**config.mk**
```make
export PLATFORM = sky130hd
export DESIGN_NAME = head_step_ctrl
export DESIGN_NICKNAME = d
export VERILOG_FILES = /design/src/rtl/hsc_pkg.sv /design/src/rtl/step_engine.sv /design/src/rtl/sense_arb.sv /design/src/rtl/head_step_ctrl.sv
export SDC_FILE = /design/constraint.sdc
export NUM_CORES = 1
export LEC_CHECK = 0
export BUFFER_PORTS_ARGS = -buffer_cell sky130_fd_sc_hd__buf_2
export CORE_MARGIN = 2
export CORE_UTILIZATION = 46
export CTS_BUF_LIST = sky130_fd_sc_hd__clkbuf_4
export DETAILED_ROUTE_END_ITERATION = 8
export GPL_TIMING_DRIVEN = 0
export SLEW_MARGIN = 15
export SYNTH_ARGS = -nofsm -noshare
export SYNTH_HDL_FRONTEND = slang
export SYNTH_SLANG_ARGS = --single-unit
```
**constraint.sdc**
```tcl
create_clock -name clk -period 7.35 [get_ports clk]
set_input_delay 1.47 -clock clk [delete_from_list [all_inputs] [get_ports clk]]
set_output_delay 1.47 -clock clk [all_outputs]
set_load 0.02 [all_outputs]
```
**src/rtl/hsc_pkg.sv**
```systemverilog
package hsc_pkg;

   typedef enum logic [1:0] {
      IC_NORMAL  = 2'b00,
      IC_ABORT   = 2'b01,
      IC_INVALID = 2'b10
   } int_code_e;

   // status byte layout: [7:6] code, [5] seek end, [4] equipment check,
   // [3] not ready, [2] head, [1:0] drive
   function automatic logic [7:0] pack_status(int_code_e code, logic seek_end,
                                              logic equip, logic not_rdy,
                                              logic head, logic [1:0] drv);
      pack_status = {code, seek_end, equip, not_rdy, head, drv};
   endfunction

   localparam logic [7:0] IDLE_STATUS = {IC_INVALID, 6'b0};

endpackage

```
**src/rtl/step_engine.sv**
```systemverilog
module step_engine
   import hsc_pkg::*;
#(
   parameter int CYL_W       = 8,
   parameter int RECAL_LIMIT = 77,
   parameter int SCALE       = 1,
   parameter int DRV_ID      = 0
) (
   input  logic             clk,
   input  logic             rst_n,
   input  logic             start,
   input  logic             start_recal,
   input  logic             start_head,
   input  logic [CYL_W-1:0] start_cyl,
   input  logic [3:0]       srt,
   input  logic             tick,
   input  logic             track0,
   input  logic             ready,
   output logic             step,
   output logic             dir,
   output logic [CYL_W-1:0] pcn,
   output logic             done,
   output logic [7:0]       status
);

   localparam int TW = $clog2(16 * SCALE + 1);
   localparam int SW = $clog2(RECAL_LIMIT + 1);
   localparam logic [1:0]    DRV   = 2'(DRV_ID);
   localparam logic [SW-1:0] LIMIT = SW'(RECAL_LIMIT);

   logic             running;
   logic             is_recal;
   logic             head_q;
   logic [TW-1:0]    timer;
   logic [TW-1:0]    interval_q;
   logic [CYL_W-1:0] target;
   logic [SW-1:0]    steps;
   logic [TW-1:0]    ivl_new;
   logic [CYL_W-1:0] pcn_next;

   assign ivl_new  = TW'((16 - int'(srt)) * SCALE);
   assign pcn_next = dir ? pcn - 1'b1 : pcn + 1'b1;

   always_ff @(posedge clk) begin
      if (!rst_n) begin
         running    <= 1'b0;
         is_recal   <= 1'b0;
         head_q     <= 1'b0;
         timer      <= '0;
         interval_q <= '0;
         target     <= '0;
         steps      <= '0;
         step       <= 1'b0;
         dir        <= 1'b0;
         pcn        <= '0;
         done       <= 1'b0;
         status     <= '0;
      end else begin
         step <= 1'b0;
         done <= 1'b0;
         if (start) begin
            head_q     <= start_head;
            is_recal   <= start_recal;
            interval_q <= ivl_new;
            target     <= start_cyl;
            steps      <= '0;
            if (!ready) begin
               done   <= 1'b1;
               status <= pack_status(IC_ABORT, 1'b1, 1'b0, 1'b1, start_head, DRV);
            end else if (start_recal && track0) begin
               done   <= 1'b1;
               pcn    <= '0;
               status <= pack_status(IC_NORMAL, 1'b1, 1'b0, 1'b0, start_head, DRV);
            end else if (!start_recal && start_cyl == pcn) begin
               done   <= 1'b1;
               status <= pack_status(IC_NORMAL, 1'b1, 1'b0, 1'b0, start_head, DRV);
            end else begin
               running <= 1'b1;
               timer   <= ivl_new;
               dir     <= start_recal | (start_cyl < pcn);
            end
         end else if (running && tick) begin
            if (timer != TW'(1)) begin
               timer <= timer - 1'b1;
            end else begin
               timer <= interval_q;
               if (is_recal) begin
                  if (track0) begin
                     running <= 1'b0;
                     done    <= 1'b1;
                     pcn     <= '0;
                     status  <= pack_status(IC_NORMAL, 1'b1, 1'b0, 1'b0, head_q, DRV);
                  end else if (steps == LIMIT) begin
                     running <= 1'b0;
                     done    <= 1'b1;
                     status  <= pack_status(IC_ABORT, 1'b1, 1'b1, 1'b0, head_q, DRV);
                  end else begin
                     step  <= 1'b1;
                     steps <= steps + 1'b1;
                  end
               end else begin
                  step <= 1'b1;
                  pcn  <= pcn_next;
                  if (pcn_next == target) begin
                     running <= 1'b0;
                     done    <= 1'b1;
                     status  <= pack_status(IC_NORMAL, 1'b1, 1'b0, 1'b0, head_q, DRV);
                  end
               end
            end
         end
      end
   end

   // a pulse only follows a cycle in which the engine was stepping
   a_r3_step_needs_run : assert property (@(posedge clk) disable iff (!rst_n)
      step |-> $past(running));

   // direction does not move mid-command
   a_r4_dir_held : assert property (@(posedge clk) disable iff (!rst_n)
      (running && $past(running)) |-> $stable(dir));

   // recalibrate never passes its step cap
   a_r7_step_cap : assert property (@(posedge clk) disable iff (!rst_n)
      (running && is_recal) |-> (steps <= LIMIT));

endmodule

```
**src/rtl/sense_arb.sv**
```systemverilog
module sense_arb
   import hsc_pkg::*;
#(
   parameter int NUM_DRIVES = 4,
   parameter int CYL_W      = 8
) (
   input  logic                  clk,
   input  logic                  rst_n,
   input  logic                  sense_req,
   input  logic [NUM_DRIVES-1:0] pending,
   input  logic [7:0]            st_in  [NUM_DRIVES],
   input  logic [CYL_W-1:0]      pcn_in [NUM_DRIVES],
   output logic [NUM_DRIVES-1:0] clr,
   output logic                  sense_valid,
   output logic [7:0]            sense_st0,
   output logic [CYL_W-1:0]      sense_pcn
);

   logic [7:0]       pick_st;
   logic [CYL_W-1:0] pick_pcn;

   always_comb begin
      clr      = '0;
      pick_st  = IDLE_STATUS;
      pick_pcn = '0;
      for (int d = NUM_DRIVES - 1; d >= 0; d--) begin
         if (pending[d]) begin
            clr      = '0;
            clr[d]   = sense_req;
            pick_st  = st_in[d];
            pick_pcn = pcn_in[d];
         end
      end
   end

   always_ff @(posedge clk) begin
      if (!rst_n) begin
         sense_valid <= 1'b0;
         sense_st0   <= '0;
         sense_pcn   <= '0;
      end else begin
         sense_valid <= sense_req;
         if (sense_req) begin
            sense_st0 <= pick_st;
            sense_pcn <= pick_pcn;
         end
      end
   end

   // at most one completion is collected per request
   a_r11_one_clear : assert property (@(posedge clk) disable iff (!rst_n)
      $onehot0(clr));

   // an answer only follows a request
   a_r11_valid_after_req : assert property (@(posedge clk) disable iff (!rst_n)
      sense_valid |-> $past(sense_req));

endmodule

```
**src/rtl/head_step_ctrl.sv**
```systemverilog
module head_step_ctrl
   import hsc_pkg::*;
#(
   parameter int NUM_DRIVES   = 4,
   parameter int CYL_W        = 8,
   parameter int RECAL_LIMIT  = 77,
   parameter int TICKS_PER_MS = 1,
   parameter bit HALF_CLOCK   = 1'b0
) (
   input  logic                  clk,
   input  logic                  rst_n,
   input  logic                  start_valid,
   input  logic                  start_recal,
   input  logic [1:0]            start_drive,
   input  logic                  start_head,
   input  logic [CYL_W-1:0]      start_cyl,
   input  logic [3:0]            srt,
   input  logic                  tick,
   input  logic [NUM_DRIVES-1:0] track0,
   input  logic [NUM_DRIVES-1:0] ready,
   input  logic                  sense_req,
   output logic [NUM_DRIVES-1:0] step,
   output logic [NUM_DRIVES-1:0] step_dir,
   output logic [NUM_DRIVES-1:0] drv_busy,
   output logic                  rw_block,
   output logic                  int_req,
   output logic                  sense_valid,
   output logic [7:0]            sense_st0,
   output logic [CYL_W-1:0]      sense_pcn
);

   localparam int SCALE = TICKS_PER_MS * (HALF_CLOCK ? 2 : 1);

   if (NUM_DRIVES < 1 || NUM_DRIVES > 4) begin : g_bad_drives
      $error("NUM_DRIVES must lie in 1..4");
   end
   if (CYL_W < 2) begin : g_bad_cyl
      $error("CYL_W must be at least 2");
   end
   if (RECAL_LIMIT < 1) begin : g_bad_limit
      $error("RECAL_LIMIT must be at least 1");
   end
   if (TICKS_PER_MS < 1) begin : g_bad_ticks
      $error("TICKS_PER_MS must be at least 1");
   end

   logic [NUM_DRIVES-1:0] pending;
   logic [NUM_DRIVES-1:0] clr;
   logic [7:0]            st_arr  [NUM_DRIVES];
   logic [CYL_W-1:0]      pcn_arr [NUM_DRIVES];

   for (genvar d = 0; d < NUM_DRIVES; d++) begin : g_drv
      logic accept;
      logic eng_done;
      logic busy_r;
      logic pend_r;

      assign accept = start_valid && (start_drive == 2'(d)) && !busy_r;

      step_engine #(
         .CYL_W       (CYL_W),
         .RECAL_LIMIT (RECAL_LIMIT),
         .SCALE       (SCALE),
         .DRV_ID      (d)
      ) u_eng (
         .clk         (clk),
         .rst_n       (rst_n),
         .start       (accept),
         .start_recal (start_recal),
         .start_head  (start_head),
         .start_cyl   (start_cyl),
         .srt         (srt),
         .tick        (tick),
         .track0      (track0[d]),
         .ready       (ready[d]),
         .step        (step[d]),
         .dir         (step_dir[d]),
         .pcn         (pcn_arr[d]),
         .done        (eng_done),
         .status      (st_arr[d])
      );

      always_ff @(posedge clk) begin
         if (!rst_n) begin
            busy_r <= 1'b0;
            pend_r <= 1'b0;
         end else begin
            pend_r <= (pend_r | eng_done) & ~clr[d];
            if (accept)      busy_r <= 1'b1;
            else if (clr[d]) busy_r <= 1'b0;
         end
      end

      assign drv_busy[d] = busy_r;
      assign pending[d]  = pend_r;

      // a waiting completion always belongs to a busy drive
      a_r9_pend_busy : assert property (@(posedge clk) disable iff (!rst_n)
         pend_r |-> busy_r);

      // an idle drive never steps
      a_r9_idle_no_step : assert property (@(posedge clk) disable iff (!rst_n)
         !busy_r |-> !step[d]);
   end

   sense_arb #(
      .NUM_DRIVES (NUM_DRIVES),
      .CYL_W      (CYL_W)
   ) u_arb (
      .clk         (clk),
      .rst_n       (rst_n),
      .sense_req   (sense_req),
      .pending     (pending),
      .st_in       (st_arr),
      .pcn_in      (pcn_arr),
      .clr         (clr),
      .sense_valid (sense_valid),
      .sense_st0   (sense_st0),
      .sense_pcn   (sense_pcn)
   );

   assign rw_block = |drv_busy;
   assign int_req  = |pending;

   // an interrupt request implies data transfers are blocked
   a_r10_int_blocks : assert property (@(posedge clk) disable iff (!rst_n)
      int_req |-> rw_block);

endmodule

```
== Yosys cells after proc, flatten, opt, wreduce, memory -nomap -nowiden ==
Cells that the tools add are included.

* Add/subtract/negate cells: 17
* Order comparisons: 4
* Eq/ne operators: 51
* Multiplexer cells: 208
* Bitwise operators: 41
* Reductions and logical operators: 72

{| class="wikitable"
|+ Operators by type and width
! cell !! number
|-
| $mux 8 || 80
|-
| $mux 5 || 24
|-
| $mux 1 || 100
|-
| $eq 8x8->1 || 8
|-
| $reduce_and 5->1 || 12
|-
| $add 8x1->8 const B || 4
|-
| $lt 8x8->1 || 4
|-
| $ne 2x2->1 const B || 16
|-
| $reduce_and 4->1 || 8
|-
| $sub 8x1->8 const B || 4
|-
| $not 1->1 || 29
|-
| $add 7x1->7 const B || 4
|-
| $eq 7x7->1 const B || 4
|-
| $reduce_and 7->1 || 4
|-
| $reduce_or 4->1 || 6
|-
| $logic_and 1x1->1 || 20
|-
| $ne 5x1->1 const B || 4
|-
| $sub 5x1->5 const B || 4
|-
| $mux 4 || 4
|-
| $ne 4x2->1 const B || 4
|-
| $ne 4x4->1 const B || 4
|-
| $reduce_bool 2->1 || 8
|-
| $ne 3x3->1 const B || 4
|-
| $reduce_bool 3->1 || 4
|-
| 9 further kinds || 30
|}

* Register bits after elaboration: 213
* Input port bits: 29
* Output and inout port bits: 31
* Logic and storage cells: 452

== Logic depth before layout (Yosys ltp) ==
Gate-level depths: netlist (run 1).

* Depth in word-level cells: 8
* Gate-level depth with buffers: 11

== By module ==
A second synthesis (run 1) with hierarchy kept.

* Cell total of the unflattened synthesis: 1,400
* Area, all modules: 12,341.8 um^2

{| class="wikitable"
|+ Modules (own cells, without submodules)
! module !! times used !! cells an instance !! area an instance (um^2) !! sequential area each (um^2)
|-
| step_engine (g_drv[0].u_eng) || 1 || 335 || 2,869.0 || 880.8
|-
| step_engine (g_drv[1].u_eng) || 1 || 301 || 2,637.5 || 880.8
|-
| step_engine (g_drv[3].u_eng) || 1 || 303 || 2,620.0 || 880.8
|-
| step_engine (g_drv[2].u_eng) || 1 || 298 || 2,610.0 || 880.8
|-
| sense_arb || 1 || 128 || 1,244.9 || 340.3
|-
| head_step_ctrl || 1 || 35 || 360.3 || 160.2
|}

== Worst setup path before layout (run 1) ==
Ideal clock, no wire load.

* Path type: input to register
* From: input start_cyl[0]
* To: register g_drv[2].u_eng.status[2]
* Setup time: 0.123 ns
* Arrival time: 3.257 ns
* Required time: 7.227 ns
* Setup slack: 3.970 ns
* Stages on the path: 8
* Cell sequence: inv_1 -> ha_1 -> nand2_1 -> nor4_1 -> nor2_1 -> and2_1 -> o41ai_2 -> mux2_1

* Cells in the longest elaborated chain, start to end: 4

{| class="wikitable"
|+ RTL lines
! element !! RTL line !! source
|-
| from (decl) || head_step_ctrl.sv:16 || <nowiki>input logic [CYL_W-1:0] start_cyl,</nowiki>
|-
| $eq 8x8->1 || step_engine.sv:74 || <nowiki>end else if (!start_recal && start_cyl == pcn) begin</nowiki>
|-
| $logic_and 1x1->1 || step_engine.sv:74 ||
|-
| $ne 4x2->1 (no line) || -- ||
|-
| $reduce_and 5->1 (no line) || -- ||
|-
| to (signal assigned) || step_engine.sv:69 || <nowiki>status <= pack_status(IC_ABORT, 1'b1, 1'b0, 1'b1, start_head, DRV);</nowiki>
|-
| to (signal assigned) || step_engine.sv:73 || <nowiki>status <= pack_status(IC_NORMAL, 1'b1, 1'b0, 1'b0, start_head, DRV);</nowiki>
|-
| to (signal assigned) || step_engine.sv:76 || <nowiki>status <= pack_status(IC_NORMAL, 1'b1, 1'b0, 1'b0, start_head, DRV);</nowiki>
|-
| to (decl) || step_engine.sv:23 || <nowiki>output logic [7:0] status</nowiki>
|}

Every way passes these cells.
A chain may end at the register's enable or synchronous reset.

== Final worst setup path (run 1) ==
* From: register g_drv[3].u_eng.dir
* To: register g_drv[3].u_eng.status[2]

* Cells in the longest elaborated chain, start to end: 4

{| class="wikitable"
|+ RTL lines
! element !! RTL line !! source
|-
| from (decl) || step_engine.sv:20 || <nowiki>output logic dir,</nowiki>
|-
| from (signal assigned) || step_engine.sv:80 || <nowiki>dir <= start_recal | (start_cyl < pcn);</nowiki>
|-
| $mux 8 || step_engine.sv:42 || <nowiki>assign pcn_next = dir ? pcn - 1'b1 : pcn + 1'b1;</nowiki>
|-
| $eq 8x8->1 || step_engine.sv:104 || <nowiki>if (pcn_next == target) begin</nowiki>
|-
| $reduce_bool 3->1 (no line) || -- ||
|-
| $reduce_and 5->1 (no line) || -- ||
|-
| to (signal assigned) || step_engine.sv:69 ||
|-
| to (signal assigned) || step_engine.sv:96 || <nowiki>status <= pack_status(IC_ABORT, 1'b1, 1'b1, 1'b0, head_q, DRV);</nowiki>
|-
| to (signal assigned) || step_engine.sv:107 || <nowiki>status <= pack_status(IC_NORMAL, 1'b1, 1'b0, 1'b0, head_q, DRV);</nowiki>
|-
| to (decl) || step_engine.sv:23 ||
|}

Every way passes these cells.

==> impl_metrics.py, run 1 <==
metrics = {
    "status": {
        "status": "finished clean",
    },
    "synthesis": {
        "synth_flop_cell": "dfxtp_1",
        "netlist_top_cells_area": "dfxtp_1 35%, ha_1 7.9%, nand2_1 6.8%, a21oi_1 5.7%, nor2_1 4.9%",
        "netlist_instances": 1440,
        "synthArstFlopShare": 0,
        "synth_edf_count": 0,
        "yosysSeqAreaShare": 0.348,
        "syn_avg_cell_area_um2": 8.04,
        "synthesis.nets": 1546,
        "yosys_warnings": 0,
        "ys_seq_elements": 201,
        "synth_top_area_frac": 0.348,
        "synth_cell_types": 82,
        "netlist_area_um2": 11600,
        "yosys.area.top_type": "dfxtp_1",
    },
    "worst_setup_path": {
        "max_stage_delay_ns": 0.64,
        "critPathKind": "reg -> reg",
        "crit_required_ns": 7.94,
        "crit_chain": "ha_1 > and3_1 > a221o_1 > o41ai_1 > xnor2_1 > xnor2_1 > nor4_2 > a31oi_4 > mux2_1",
        "cpMostUsedCell": "xnor2_1",
        "worst_path_max_delay_cell": "nor4_2",
        "critPathLaunchType": "flip-flop",
        "critPathArrivalTime_ns": 4.33,
        "cp_max_fo": 10,
        "end_kind": "flip-flop",
    },
    "final_layout": {
        "final_cell_area_um2": 13000,
        "finalNetCount": 1665,
        "postLayoutCoreUtil": 0.522,
        "drive_above_1_share": 0.128,
        "area_growth_syn_to_layout_pct": 12.5,
        "n_fill_cell": 2526,
    },
    "clocking": {
        "clk_latency_ns": 0.70,
        "cts_made_buffers": 59,
        "cts.sinks": 201,
        "cts_root_buf": "clkbuf_4",
        "cts_setup_buffers": 0,
        "cts_resized": 0,
        "cts_hold_buffers": 0,
        "cts_htree_levels": 2,
        "cts_tree": "yes",
        "clk_pin_slew_ns": 0.07,
        "cts_buffer_depth": 3,
    },
    "floorplanning": {
        "placementRows": 58,
        "start_util": 0.464,
        "die_x_um": 163,
        "io_pins": 60,
        "die_area_um2": 26500,
        "die_y_um": 163,
        "coreArea_um2": 25000,
    },
    "routing": {
        "vias": 11000,
        "detail_route.vias_per_cell": 5.69,
        "drc": 0,
        "initialDrtViolationCount": 1082,
        "antenna_left": 0,
        "drt-total-wl_um": 36000,
        "wl_per_cell_um": 18.6,
        "dr.pass1.iters": 5,
    },
    "sta": {
        "rsz0062_at_grt": "no",
        "drv_slew": 0,
        "period_needed_ns": 3.74,
        "fin_tns_setup_ns": 0,
        "max_freq_ghz": 0.267,
        "max_slew_margin": 0.300,
        "setup_viol": 0,
        "fin_crit_sh": 0.509,
        "worst-slew-pin-transition_ns": 1.05,
        "hold_viol": 0,
        "worst_clock_skew_ns": 0.0445,
    },
    "place": {
        "dpl_cell_area_um2": 12300,
        "gp_congestion": 0.895,
        "numPortBuffers": 58,
        "hpwl_um": 26100,
    },
    "global_route": {
        "grt_overflow": 0,
        "antenna_found_initial": 1,
        "grtUsageTotal": 0.273,
        "use_met2": 0.438,
        "grt_first_pass_wirelength_um": 56600,
        "first_global_vias": 10500,
        "grt.busiest_layer": "met2",
        "met3_usage": 0.0428,
        "met1_usage": 0.378,
        "grt_max_degree": 16,
    },
    "power_and_ir_drop": {
        "ir_drop_mv": 0.114,
        "p_per_area_nw_per_um2": 190,
        "leakage_nw": 5.10,
    },
    "hold_path": {
        "hold_class": "reg -> reg",
    },
    "run": {
        "maxCapViolations": 0,
    },
}
-- routing by layer --
layer  part of all wire  vias up
met3              0.061       39
met1               0.47     5266
li1                   -     5378
met4              0.016        0
met2               0.45      328
met5                  0        -
-- per-stage QoR --
stage	std cells	hold slack, ns	setup WS [ns]	power (W)
5_1_grt	1936	0.474	3.50	0.00259
4_1_cts	1935	0.458	3.64	0.00250
6_report	1936	0.454	3.61	0.00248
3_3_place_gp	1828	0.440	3.06	0.00145
3_5_place_dp	1828	0.449	3.01	0.00145
2_1_floorplan	1440	0.426	3.97	0.00135
-- cell type report --
cell class / count / area (µm²) / area share
Antenna cell: 1 / 2.50 / 0.000192
Sequential cell: 201 / 4020 / 0.309
Buffer: 82 / 355 / 0.0273
Inverter: 61 / 229 / 0.0176
Tap cell: 330 / 413 / 0.0317
Multi-Input combinational cell: 1096 / 6980 / 0.536
Clock buffer: 86 / 646 / 0.0496
Clock inverter: 21 / 87.6 / 0.00673
Timing Repair Buffer: 58 / 290 / 0.0223
-- registers in the layout (all words and copies together) (netlist names) --
register	count
g_drv.u_eng.pcn	32
g_drv.u_eng.target	32
g_drv.u_eng.steps	28
g_drv.u_eng.interval_q	20
g_drv.u_eng.status	20
g_drv.u_eng.timer	20
u_arb.sense_pcn	8
u_arb.sense_st0	8
g_drv.busy_r	4
g_drv.pend_r	4
g_drv.u_eng.dir	4
g_drv.u_eng.done	4
g_drv.u_eng.head_q	4
g_drv.u_eng.is_recal	4
g_drv.u_eng.running	4
g_drv.u_eng.step	4
u_arb.sense_valid	1
-- kinds of logic (layout without fill, tap and decap cells) --
family,count (synthesis),count (layout),share of synthesized area
simple gates,549,549,0.224
flops,201,201,0.348
compound gates,366,366,0.208
other cells,0,1,0
mux,24,24,0.0213
fa+ha+maj,77,77,0.0858
buf+inv,143,308,0.0505
xor+xnor,80,80,0.0630
-- Yosys cell counts, types with 25 or more instances --
cell      count
a21oi_1     131
a22oi_1      25
clkbuf_1     56
dfxtp_1     201
ha_1         73
inv_1        61
nand2_1     209
nand3_1      31
nor2_1      151
nor3_1       30
o21ai_0      58
xnor2_1      50
xor2_1       28
-- path summary, 6_finish.rpt --
kind / slack, ns / depth (start not counted) / end / start
max: 3.61 / 9 / g_drv[3].u_eng.status[2] / g_drv[3].u_eng.dir
min: 0.45 / 2 / g_drv[3].u_eng.interval_q[2] / g_drv[3].u_eng.interval_q[2]
max reg2reg: 3.61 / 9 / g_drv[3].u_eng.status[2] / g_drv[3].u_eng.dir
min reg2reg: 0.45 / 2 / g_drv[3].u_eng.interval_q[2] / g_drv[3].u_eng.interval_q[2]
-- layout by cell type (no fill, tap or decap), types with 8 or more instances in the layout --
cell type	count
a211oi_1	11
a21o_1	11
a21oi_1	131
a221oi_1	13
a22oi_1	25
a311oi_1	10
a31o_2	14
a31oi_1	8
and3_1	12
buf_1	12
buf_2	60
buf_4	12
clkbuf_1	56
clkbuf_4	86
clkinv_1	15
dfxtp_1	201
ha_1	73
inv_1	61
mux2i_1	19
nand2_1	209
nand2b_1	13
nand3_1	31
nand4_1	16
nor2_1	151
nor2b_1	13
nor3_1	29
nor3b_1	9
o211ai_1	19
o21a_1	20
o21ai_0	58
or3_1	9
xnor2_1	50
xor2_1	28
-- critical path, delay by kind of cell (launching register included) --
kind	cells	cell delay [ns]
multiplexers	1	0.34
AO/OA/AOI/OAI	3	1.09
adder cells (fa/ha/maj)	1	0.39
flip-flops	1	0.59
XOR/XNOR	2	0.41
AND/OR/NAND/NOR	2	0.84
-- power breakdown --
part / switching [W] / leakage (nW) / internal, W
clock: 0.000506 / 0.439 / 0.000536
sequential: 0.0000268 / 1.63 / 0.00112
combinational: 0.000186 / 3.04 / 0.000104
total: 0.000719 / 5.10 / 0.00176
(Power assumes the default switching activity.)
==> run 2: changes to the inputs <==
ABC_AREA = 1   (was not set)
PLACE_DENSITY = 0.65   (was not set)
clock period = 3.27 ns   (was 7.35 ns; I/O delays follow)
==> run 2 against run 1 <==
Effect of this change: clock-buffer cell count down 5; wire length down 4.2%; critical path depth up 4; register-to-register slack worse by 3.0 ns; flip-flop and latch count unchanged; largest cell class unchanged; synthesized cell count up 16%.
==> impl_metrics.py, run 2 <==
metrics = {
    "synthesis": {
        "synth-simple-area-share": 0.275,
        "syn_avg_cell_area_um2": 6.98,
        "yosysSeqAreaShare": 0.345,
        "yosys.area.top_type": "dfxtp_1",
        "synthArstFlopShare": 0,
        "synth_top_area_frac": 0.345,
        "yosysMostFrequentCell": "nand2_1",
        "netlist_instances": 1671,
        "yosys_warnings": 0,
        "synthXorXnorAreaFrac": 0.0188,
        "synth_compound_area_frac": 0.170,
        "synth_edf_count": 0,
        "synthAdderAreaFrac": 0.0852,
        "yosys-top-cells-count": "386 x nand2_1, 229 x inv_1, 201 x dfxtp_1",
        "netlist_top_cells_area": "dfxtp_1 35%, nand2_1 12%, ha_1 7.8%, inv_1 7.4%, a21oi_1 6.3%",
        "ys_seq_elements": 201,
        "synthesis.nets": 1777,
        "synth_flop_cell": "dfxtp_1",
        "netlist_area_um2": 11700,
        "synth_top_family_by_area": "simple AND/OR/NAND/NOR gates",
        "synth_cell_types": 53,
        "synthMuxAreaShare": 0.00343,
    },
    "place": {
        "hpwl_um": 26300,
        "numPortBuffers": 58,
        "pre_cts_ws_ns": 0.551,
        "gp_congestion": 0.952,
    },
    "sta": {
        "period_needed_ns": 2.61,
        "max_slew_margin": 0.283,
        "fin_ws_ns": 0.656,
        "timing.hold.ws_ns": 0.256,
        "fin_crit_sh": 0.799,
        "fin_tns_setup_ns": 0,
        "max_freq_ghz": 0.383,
        "rsz0062_at_grt": "no",
        "drv_slew": 0,
        "setup_viol": 0,
        "hold_viol": 0,
        "worst_clock_skew_ns": 0.0513,
        "worst-slew-pin-transition_ns": 1.08,
    },
    "worst_setup_path": {
        "critPathKind": "reg -> reg",
        "cp_max_fo": 10,
        "end_kind": "flip-flop",
        "max_stage_delay_ns": 0.62,
        "crit_chain": "fa_1 > xnor2_1 > nand2_1 > nor2_1 > nand2_1 > nor2_1 > nand2_1 > nor2_1 > nand2_1 > nand3_2 > nand3_2 > a21oi_1 > nor2_1",
        "crit_required_ns": 3.88,
        "crit_buf_inv": 0,
        "critPathArrivalTime_ns": 3.22,
        "critPathLaunchType": "flip-flop",
        "crit_family": "simple AND/OR/NAND/NOR gates",
        "worst_path_max_delay_cell": "dfxtp_1",
    },
    "final_layout": {
        "mostFrequentLayoutCells": "386 x nand2_1, 229 x inv_1, 201 x dfxtp_1, 147 x a21oi_1, 127 x nor2_1",
        "final_common_cell": "nand2_1",
        "n_fill_cell": 2562,
        "area_growth_syn_to_layout_pct": 11.9,
        "postLayoutCoreUtil": 0.521,
        "finalNetCount": 1893,
        "drive_above_1_share": 0.132,
        "biggestRegsByFlops": "g_drv.u_eng.pcn (32), g_drv.u_eng.target (32), g_drv.u_eng.steps (28)",
    },
    "routing": {
        "initialDrtViolationCount": 997,
        "antenna_left": 0,
        "detail_route.vias_per_cell": 5.35,
        "drc": 0,
        "dr.pass1.iters": 5,
        "drt-total-wl_um": 34500,
        "wl_per_cell_um": 16.0,
        "vias": 11500,
    },
    "floorplanning": {
        "die_y_um": 163,
        "coreArea_um2": 25000,
        "start_util": 0.466,
        "die_area_um2": 26600,
        "die_x_um": 163,
        "placementRows": 58,
        "io_pins": 60,
    },
    "status": {
        "status": "finished clean",
    },
    "global_route": {
        "use_met2": 0.416,
        "grtUsageTotal": 0.262,
        "grt_max_degree": 16,
        "met1_usage": 0.350,
        "first_global_vias": 10700,
        "grt_overflow": 0,
        "antenna_found_initial": 1,
        "grt.busiest_layer": "met2",
        "grt_first_pass_wirelength_um": 54900,
        "met3_usage": 0.0533,
    },
    "clocking": {
        "cts_root_buf": "clkbuf_4",
        "clk_pin_slew_ns": 0.07,
        "cts_htree_levels": 2,
        "clk_latency_ns": 0.72,
        "cts_setup_buffers": 0,
        "cts_made_buffers": 56,
        "cts_resized": 0,
        "cts_buffer_depth": 3,
        "cts.sinks": 201,
        "cts_hold_buffers": 0,
        "cts_tree": "yes",
    },
    "power_and_ir_drop": {
        "total_power_w": 0.00550,
        "leakage_nw": 5.95,
        "ir_drop_mv": 0.244,
        "p_per_area_nw_per_um2": 422,
    },
    "run": {
        "maxCapViolations": 0,
    },
    "hold_path": {
        "hold_class": "in -> reg",
    },
}
==> run 2: cell types whose count changed after synthesis, sizes merged, moves of 17 or more <==
cell,delta
inv,+186
nand2,+182
nand3,+100
xnor2,-42
o21ai,+37
clkbuf,-29
a22oi,-25
nor3,-20
o22ai,+20
a21oi,+18
o21a,-17
==> run 2: layer usage <==
metal	up-vias	wire length, µm	part of all wire
met4	0	1190	0.034
met3	99	2680	0.078
li1	5759	-	-
met1	5281	15600	0.45
met5	-	0	0
met2	375	15100	0.44
==> run 2: area by class of cell <==
| type | instances | area, µm² | area share |
|---|---|---|---|
| inverter | 250 | 943 | 0.0723 |
| tap | 330 | 413 | 0.0316 |
| buffer | 52 | 254 | 0.0195 |
| antenna | 2 | 5.00 | 0.000384 |
| clock buffer | 81 | 608 | 0.0466 |
| clock inverter | 11 | 72.6 | 0.00556 |
| sequential | 201 | 4020 | 0.308 |
| timing repair buffer | 58 | 290 | 0.0222 |
| multi-input combinational | 1168 | 6440 | 0.493 |
==> run 2: per-stage QoR <==
stage	cell area (µm²)	cells
2_1_floorplan	11700	1671
3_3_place_gp	12400	2059
3_5_place_dp	12400	2059
4_1_cts	13000	2151
5_1_grt	13000	2152
6_report	13000	2153
==> run 2: power by group <==
group	internal [W]	switching [W]	leakage, nW	total, W
Combinational	0.000220	0.000447	3.92	0.000667
Sequential	0.00252	0.0000588	1.63	0.00258
Clock	0.00120	0.00106	0.405	0.00226
==> run 2: kinds of logic after synthesis <==
logic type                 after synthesis
AOI/OAI and AO/OA                      342
xor gates and xnor gates                25
and+or+nand+nor                        720
adders and majority gates               77
DFF                                    201
muxes                                    4
buffers and inverters                  302
==> run 2: final timing paths <==
path                                            endpoint                start  slack (ns)  depth (start not counted)
worst max-delay path            g_drv[1].u_eng.status[4]   g_drv[1].u_eng.dir        0.66                         13
worst min-delay path            g_drv[1].u_eng.status[3]             ready[1]        0.26                          3
worst max register to register  g_drv[1].u_eng.status[4]   g_drv[1].u_eng.dir        0.66                         13
worst min register to register           g_drv[1].pend_r  g_drv[1].u_eng.done        0.45                          2
==> run 2: worst reg2reg max path: cells and delay by family, from the launching register on <==
| kind | cells | cell delay [ns] |
|---|---|---|
| xor+xnor | 1 | 0.15 |
| flops | 1 | 0.62 |
| simple gates | 10 | 1.03 |
| compound gates | 1 | 0.17 |
| fa+ha+maj | 1 | 0.54 |
